[config.mk]
export PLATFORM = sky130hd
export DESIGN_NAME = hsctl_lines
export DESIGN_NICKNAME = d
export VERILOG_FILES = /design/src/rtl/hsctl_pkg.sv /design/src/rtl/hsctl_edge.sv /design/src/rtl/hsctl_l2_drive.sv /design/src/rtl/hsctl_lines.sv
export SDC_FILE = /design/constraint.sdc
export NUM_CORES = 1
export LEC_CHECK = 0
export BUFFER_PORTS_ARGS = -buffer_cell sky130_fd_sc_hd__buf_4
export CORE_MARGIN = 8
export CORE_UTILIZATION = 25
export CTS_CLUSTER_DIAMETER = 80
export DETAILED_ROUTE_END_ITERATION = 6
export GPL_TIMING_DRIVEN = 0
export PLACE_DENSITY_LB_ADDON = 0.25
export SYNTH_ARGS = -nofsm -noshare
export SYNTH_HDL_FRONTEND = slang
export SYNTH_SLANG_ARGS = --single-unit
[constraint.sdc]
create_clock -name clk -period 1.4 [get_ports clk]
set_input_delay 0.07 -clock clk [delete_from_list [all_inputs] [get_ports clk]]
set_output_delay 0.07 -clock clk [all_outputs]
set_load 0.02 [all_outputs]
[src/rtl/hsctl_pkg.sv]
package hsctl_pkg;

    typedef enum logic [2:0] {
        L2_IN_FALL  = 3'b000,
        L2_IRQ_FALL = 3'b001,
        L2_IN_RISE  = 3'b010,
        L2_IRQ_RISE = 3'b011,
        L2_HSHAKE   = 3'b100,
        L2_PULSE    = 3'b101,
        L2_LOW      = 3'b110,
        L2_HIGH     = 3'b111
    } l2_mode_e;

    typedef struct packed {
        l2_mode_e mode;     // bits 3:1
        logic     l1_rise;  // bit 0
    } ctrl_t;

    typedef struct packed {
        logic l1;           // bit 1
        logic l2;           // bit 0
    } flags_t;

    function automatic logic mode_drives(l2_mode_e m);
        return m[2];
    endfunction

    function automatic logic mode_rising(l2_mode_e m);
        return m[1];
    endfunction

    function automatic logic mode_access_clears(l2_mode_e m);
        return !m[2] && !m[0];
    endfunction

endpackage

[src/rtl/hsctl_edge.sv]
module hsctl_edge #(
    parameter int STAGES = 2
) (
    input  logic clk,
    input  logic rst,
    input  logic pin,
    output logic rise,
    output logic fall
);
    logic [STAGES-1:0] sr;
    logic              prev;

    generate
        for (genvar i = 0; i < STAGES; i++) begin : g_stage
            if (i == 0) begin : g_first
                always_ff @(posedge clk) begin
                    if (rst) sr[0] <= 1'b0;
                    else     sr[0] <= pin;
                end
            end else begin : g_next
                always_ff @(posedge clk) begin
                    if (rst) sr[i] <= 1'b0;
                    else     sr[i] <= sr[i-1];
                end
            end
        end
    endgenerate

    always_ff @(posedge clk) begin
        if (rst) prev <= 1'b0;
        else     prev <= sr[STAGES-1];
    end

    assign rise = sr[STAGES-1] & ~prev;
    assign fall = ~sr[STAGES-1] & prev;

endmodule

[src/rtl/hsctl_l2_drive.sv]
module hsctl_l2_drive
    import hsctl_pkg::*;
(
    input  logic     clk,
    input  logic     rst,
    input  l2_mode_e mode,
    input  logic     hs_acc,
    input  logic     l1_edge,
    output logic     out,
    output logic     oe
);
    logic hs_lvl;
    logic pulse_lo;

    always_ff @(posedge clk) begin
        if (rst) begin
            hs_lvl   <= 1'b1;
            pulse_lo <= 1'b0;
        end else begin
            if (mode != L2_HSHAKE) hs_lvl <= 1'b1;
            else if (hs_acc)       hs_lvl <= 1'b0;
            else if (l1_edge)      hs_lvl <= 1'b1;
            pulse_lo <= hs_acc && (mode == L2_PULSE);
        end
    end

    always_comb begin
        unique case (mode)
            L2_HSHAKE: out = hs_lvl;
            L2_PULSE:  out = ~pulse_lo;
            L2_LOW:    out = 1'b0;
            default:   out = 1'b1;
        endcase
    end

    assign oe = mode_drives(mode);


    hs_goes_low_chk: assert property (@(posedge clk) disable iff (rst)
        (mode == L2_HSHAKE && hs_acc) |=> !out);


    hs_return_chk: assert property (@(posedge clk) disable iff (rst)
        (mode == L2_HSHAKE && l1_edge && !hs_acc) |=> (out || mode != L2_HSHAKE));


    pulse_one_cycle_chk: assert property (@(posedge clk) disable iff (rst)
        (mode == L2_PULSE && !out && !hs_acc) |=> (out || mode != L2_PULSE));

endmodule

[src/rtl/hsctl_lines.sv]
module hsctl_lines
    import hsctl_pkg::*;
#(
    parameter int                ADDR_W      = 4,
    parameter logic [ADDR_W-1:0] HS_ADDR     = 4'h1,
    parameter logic [ADDR_W-1:0] NOHS_ADDR   = 4'hF,
    parameter logic [ADDR_W-1:0] CTRL_ADDR   = 4'hC,
    parameter logic [ADDR_W-1:0] FLAG_ADDR   = 4'hD,
    parameter int                SYNC_STAGES = 2
) (
    input  logic              clk,
    input  logic              rst,
    input  logic [ADDR_W-1:0] addr,
    input  logic              rd,
    input  logic              wr,
    input  logic [7:0]        wdata,
    output logic [7:0]        rdata,
    input  logic              l1_pin,
    input  logic              l2_pin_in,
    output logic              l2_pin_out,
    output logic              l2_pin_oe,
    output logic              l1_flag,
    output logic              l2_flag
);
    localparam int CTRL_W = $bits(ctrl_t);
    localparam int FLAG_W = $bits(flags_t);

    ctrl_t  ctrl;
    flags_t flags;
    logic   hs_acc, nohs_acc, flag_wr;
    logic   l1_rise, l1_fall, l2_rise, l2_fall;
    logic   l1_edge, l2_edge;
    logic   unused_bits;

    assign unused_bits = ^wdata[7:CTRL_W];
    assign hs_acc      = (rd || wr) && addr == HS_ADDR;
    assign nohs_acc    = (rd || wr) && addr == NOHS_ADDR;
    assign flag_wr     = wr && addr == FLAG_ADDR;

    hsctl_edge #(.STAGES(SYNC_STAGES)) u_l1_edge (
        .clk(clk), .rst(rst), .pin(l1_pin), .rise(l1_rise), .fall(l1_fall)
    );

    hsctl_edge #(.STAGES(SYNC_STAGES)) u_l2_edge (
        .clk(clk), .rst(rst), .pin(l2_pin_in), .rise(l2_rise), .fall(l2_fall)
    );

    assign l1_edge = ctrl.l1_rise ? l1_rise : l1_fall;
    assign l2_edge = !mode_drives(ctrl.mode) &&
                     (mode_rising(ctrl.mode) ? l2_rise : l2_fall);

    always_ff @(posedge clk) begin
        if (rst) begin
            ctrl <= '0;
        end else if (wr && addr == CTRL_ADDR) begin
            ctrl <= ctrl_t'(wdata[CTRL_W-1:0]);
        end
    end

    always_ff @(posedge clk) begin
        if (rst) begin
            flags <= '0;
        end else begin
            if (l1_edge)
                flags.l1 <= 1'b1;
            else if (hs_acc || (flag_wr && wdata[1]))
                flags.l1 <= 1'b0;

            if (l2_edge)
                flags.l2 <= 1'b1;
            else if ((hs_acc && mode_access_clears(ctrl.mode)) || (flag_wr && wdata[0]))
                flags.l2 <= 1'b0;
        end
    end

    hsctl_l2_drive u_drive (
        .clk(clk), .rst(rst), .mode(ctrl.mode), .hs_acc(hs_acc),
        .l1_edge(l1_edge), .out(l2_pin_out), .oe(l2_pin_oe)
    );

    always_comb begin
        rdata = '0;
        if (addr == CTRL_ADDR)      rdata[CTRL_W-1:0] = ctrl;
        else if (addr == FLAG_ADDR) rdata[FLAG_W-1:0] = flags;
    end

    assign l1_flag = flags.l1;
    assign l2_flag = flags.l2;


    l1_flag_set_chk: assert property (@(posedge clk) disable iff (rst)
        l1_edge |=> l1_flag);


    l1_hs_clear_chk: assert property (@(posedge clk) disable iff (rst)
        (hs_acc && !l1_edge) |=> !l1_flag);


    indep_keep_chk: assert property (@(posedge clk) disable iff (rst)
        (hs_acc && l2_flag && !mode_drives(ctrl.mode) && ctrl.mode[0]) |=> l2_flag);


    nohs_keep_chk: assert property (@(posedge clk) disable iff (rst)
        (nohs_acc && l1_flag && l2_flag) |=> (l1_flag && l2_flag));


    out_mode_no_flag_chk: assert property (@(posedge clk) disable iff (rst)
        (mode_drives(ctrl.mode) && !l2_flag && !(wr && addr == CTRL_ADDR)) |=> !l2_flag);

endmodule

* After elaboration in Yosys (flattened, before gate mapping)
Index checks and enable logic that the tools add are counted.
Widths: inputs -> output; s select.
** Word-level totals
- Logic and storage cells :: 58
- Input port bits :: 18
- Output and inout bits :: 12
- Register bits after elaboration :: 14
** Cells by class
- Bitwise operators :: 9
- Equal/unequal tests :: 7
- Multiplexer cells :: 12
- Reductions and logical operators :: 18
** Operators with widths (count)
- $eq 3x3->1 const B :: 3
- $logic_and 1x1->1 :: 9
- $eq 4x4->1 const B :: 2
- $mux 1 :: 8
- $mux 2 :: 3
- $reduce_bool 2->1 :: 3
- $not 1->1 :: 5
- $and 1x1->1 :: 4
- $eq 4x1->1 const B :: 1
- $logic_or 1x1->1 :: 3
- $ne 3x3->1 const B :: 1
- $pmux 1 s3 :: 1
- $logic_not 1->1 :: 2
- $reduce_or 2->1 :: 1

* Logic depth before layout (Yosys ltp)
- Depth in word-level cells :: 6
- Mapped depth :: 4

* Modules after synthesis
A second synthesis with hierarchy kept.
** Unflattened totals
- Cell total of the unflattened synthesis :: 78
- Area total of the unflattened synthesis :: 685.7 um2
** By module, submodules not included
- hsctl_lines :: cells an instance 50, area each 399.1 um2, seq. area each 120.1 um2, times used 1
- hsctl_edge :: cells an instance 8, area each 91.3 um2, seq. area each 60.1 um2, times used 2
- hsctl_l2_drive :: cells an instance 12, area each 103.8 um2, seq. area each 40.0 um2, times used 1

* Worst setup path before layout
OpenSTA, ideal clock, no wires.
- Path kind :: input -> register
- From :: input port addr[0]
- To :: register flags (netlist bit l2_flag)
- Arrival time :: 963 ps
- Setup slack :: 303 ps
- Cell stages on the path :: 4
- Library setup time :: 135 ps
- Required time :: 1265 ps
- Cells stage by stage :: buf_4 > or4b_4 > nor4_2 > o32ai_1
** On the way
- Word-level cells in the longest chain between the ends :: 5
** Ends and longest elaborated chain
- start, declared :: RTL line hsctl_lines.sv:13 : input logic [ADDR_W-1:0] addr,
- $eq 4x1->1 / $eq 4x4->1 (equally long branches) :: RTL line hsctl_lines.sv:36, hsctl_lines.sv:38
- $logic_and 1x1->1 (on tied branches) :: RTL line hsctl_lines.sv:36, hsctl_lines.sv:38
- $logic_and 1x1->1 :: RTL line hsctl_lines.sv:71 : else if ((hs_acc && mode_access_clears(ctrl.mode)) || (flag_wr && wdata[0]))
- $logic_or 1x1->1 * :: RTL line hsctl_lines.sv:71
- $reduce_bool 2->1 (no line) *
- end, declared :: RTL line hsctl_lines.sv:29 : flags_t flags;
Every way passes the cells marked *; elsewhere a longest branch is shown, timed or not.
A chain may end at the register's enable or synchronous reset.

* Final worst setup path
- From :: register ctrl[1] (netlist name)
- To :: output port l2_pin_out
** On the way
- Word-level cells in the longest chain between the ends :: 2
** Ends and longest elaborated chain
- start, declared :: RTL line hsctl_lines.sv:28 : ctrl_t ctrl;
- start signal, assigned :: RTL line hsctl_lines.sv:56 : ctrl <= ctrl_t'(wdata[CTRL_W-1:0]);
- $eq 3x3->1 :: RTL line hsctl_l2_drive.sv:28 : unique case (mode)
- $pmux 1 s3 * :: RTL line hsctl_l2_drive.sv:28
- end, declared :: RTL line hsctl_lines.sv:20 : output logic l2_pin_out,
Marked as above.

==> flow_summary.ini <==
[pwr]
power.density_nw_per_um2 = 862
p_comb_share_pct = 13.3
p_seq_share_pct = 51.5
intPower_uw = 622
clkPwrFrac_pct = 35.3
peakVddDrop_mv = 0.573
power.leakage_nw = 0.398
power.switching_uw = 184
p_sw_share_pct = 22.9
total_power_uw = 806

[clock_network]
ctsResizeCount = 0
cts_tree = yes
cts_root_buf = clkbuf_4
htreeDepth = 1
clock-sinks = 14
cts_buffer_depth = 2
cts_made_buffers = 3
postCtsSetupBuffers = 0
clk_pin_slew_ps = 80
clk_latency_ps = 270

[synthesis]
syn_avg_cell_area_um2 = 8.79
netlist_instances = 77
ys_seq_area_share_pct = 41.4
ys_ff_latch = 14
async_reset_ff_share_pct = 0
netlist_area_um2 = 677
synth.area.top_cells = dfxtp_1 (41%), nor2b_1 (7.4%), buf_4 (5.5%)
ys_warn_count = 0
synth_top_area_cell = dfxtp_1
synth_top_area_share_pct = 41.4
ys_types = 28
synth_edf_count = 0
ys.flop_type = dfxtp_1

[die]
placementRows = 19
ios = 30
core_um2 = 2660
die_h_um = 68.0
die-area_um2 = 4630
initial_utilization_pct = 25.4
die_w_um = 68.0

[timing]
post-route-period-util_pct = 90.9
whs_ps = 53.3
period_needed_ps = 1270
grt_setup_unrepaired = false
setup_tns_ps = 0
fin_ws_ps = 127
fmax_mhz = 786
maxSlewViolCount = 0
setup_viol = 0
skew_ps = 2.25
hold_viol_final = 0

[cells_and_area]
drive_above_1_share_pct = 29.2
areaGrowthSynthToFinish_pct = 38.3
mostFrequentLayoutCells = buf_4 (24), dfxtp_1 (14), nor2b_1 (8)
final_nets = 125
n_antenna_cell = 0
fill_cells = 301
final_common_cell = buf_4

[route]
drt_iter0_drc = 16
wl_per_cell_um = 12.5
drc = 0
dr_total_vias = 614
drtAntennaViolNets = 0
vias_per_cell = 4.48
drtPass1Iterations = 4
wl_um = 1710

[outcome]
outcome = finished, final reports clean

[global_route]
grt_pass1_vias = 638
grt_pass1_wl_um = 2880
gr-usage-all-layers_pct = 8.17
grt_max_degree = 11
grt_overflow = 0
antenna_found_initial = 0

[hold_path]
hold_path.class = input port to register
hp-start = wdata[3]
hold_depth = 3
whs_endpoint = ctrl[3]$_SDFFE_PP0P_

[placement]
pre_cts_ws_ps = 160
place.port_buffers = 19
gp_congestion = 0.690
place_hpwl_um = 1300

[critical_path]
r2r_start = ctrl[0]$_SDFFE_PP0P_
r2r_setup_slack_ps = 410
path_class = register to output port
cp.arrival_ps = 1200
crit_path_end_kind = output port
crit_fanout = 7
start_kind = register
reg2reg_depth = 3
r2r-end = u_drive.hs_lvl$_SDFFE_PP1P_
required_ps = 1330

[run]
drv_cap = 0
metal layers:
metal,track usage [%],wire [um]
met5,0,0
met3,3.60,121
met4,3.84,17
met1,9.08,769
met2,13.1,801
timing repair:
| item | in CTS | in global routing |
|---|---|---|
| endpoints found under the setup margin | 0 | 0 |
| endpoints found under the hold margin | 5 | 0 |
| hold buffers | 3 | 0 |
sequential cells by signal, indices dropped and copies added (netlist names):
name / cells
u_l1_edge.sr: 2
u_drive.hs_lvl: 1
ctrl: 4
u_l2_edge.sr: 2
l2_flag: 1
u_l1_edge.prev: 1
l1_flag: 1
u_drive.pulse_lo: 1
u_l2_edge.prev: 1
cells in the mapped netlist, drive strengths merged (2+ instances only):
library cell and number:
mux2i 2, nor2 6, inv 3, dfxtp 14, nor2b 8, a21oi 5, buf 5, and2 2
o31ai 2, and3b 2, o21ai 5, nand3 5, clkbuf 2, nand2 3
worst max-delay path by stage:
stage	startpoint	to	cells after the start
finish	ctrl[1]$_SDFFE_PP0P_	l2_pin_out	4
global route	ctrl[1]$_SDFFE_PP0P_	l2_pin_out	4
CTS	ctrl[1]$_SDFFE_PP0P_	l2_pin_out	4
detailed placement	addr[3]	l2_flag$_SDFFE_PP0P_	4
global placement	addr[3]	l2_flag$_SDFFE_PP0P_	4
floorplan	addr[0]	l2_flag$_SDFFE_PP0P_	4
kinds of logic (layout without fill, tap and decap cells):
kind of cell | Yosys count | count (layout) | synth area share [%]
AO/OA/AOI/OAI | 16 | 16 | 14.2
AND/OR/NAND/NOR | 34 | 34 | 32.5
buffers and inverters | 10 | 36 | 8.32
multiplexers | 2 | 2 | 2.96
other | 1 | 4 | 0.554
flip-flops | 14 | 14 | 41.4
worst max-delay path, cell delays in order (launching register included):
cell and delay (ps):
dfxtp_1 470, nand2_1 90, o22ai_1 130, nand2_1 70, buf_4 170
final cells by class:
class | instances | area [um^2] | share of cell area (%)
Sequential cell | 14 | 280 | 29.9
Buffer | 7 | 45.0 | 4.81
Multi-Input combinational cell | 56 | 352 | 37.6
Tap cell | 31 | 38.8 | 4.14
Timing Repair Buffer | 22 | 173 | 18.4
Inverter | 3 | 11.3 | 1.20
Clock buffer | 4 | 36.3 | 3.88
power groups by stage:
stage	sequential, mW	clock [mW]	combinational, mW
after global routing	0.417	0.316	0.117
after floorplan	0.425	0	0.0559
after detailed placement	0.424	0	0.100
after global placement	0.424	0	0.0991
after CTS	0.415	0.296	0.107
final	0.415	0.285	0.107
metrics by stage:
step           cells  util [%]  cell area (um^2)
2_1_floorplan     80         -               688
3_3_place_gp     130      32.7               870
3_5_place_dp     130      32.7               870
4_1_cts          137      35.2               936
5_1_grt          137      35.2               936
6_report         137      35.2               936
Note: power is estimated with default switching activity, not from simulation.
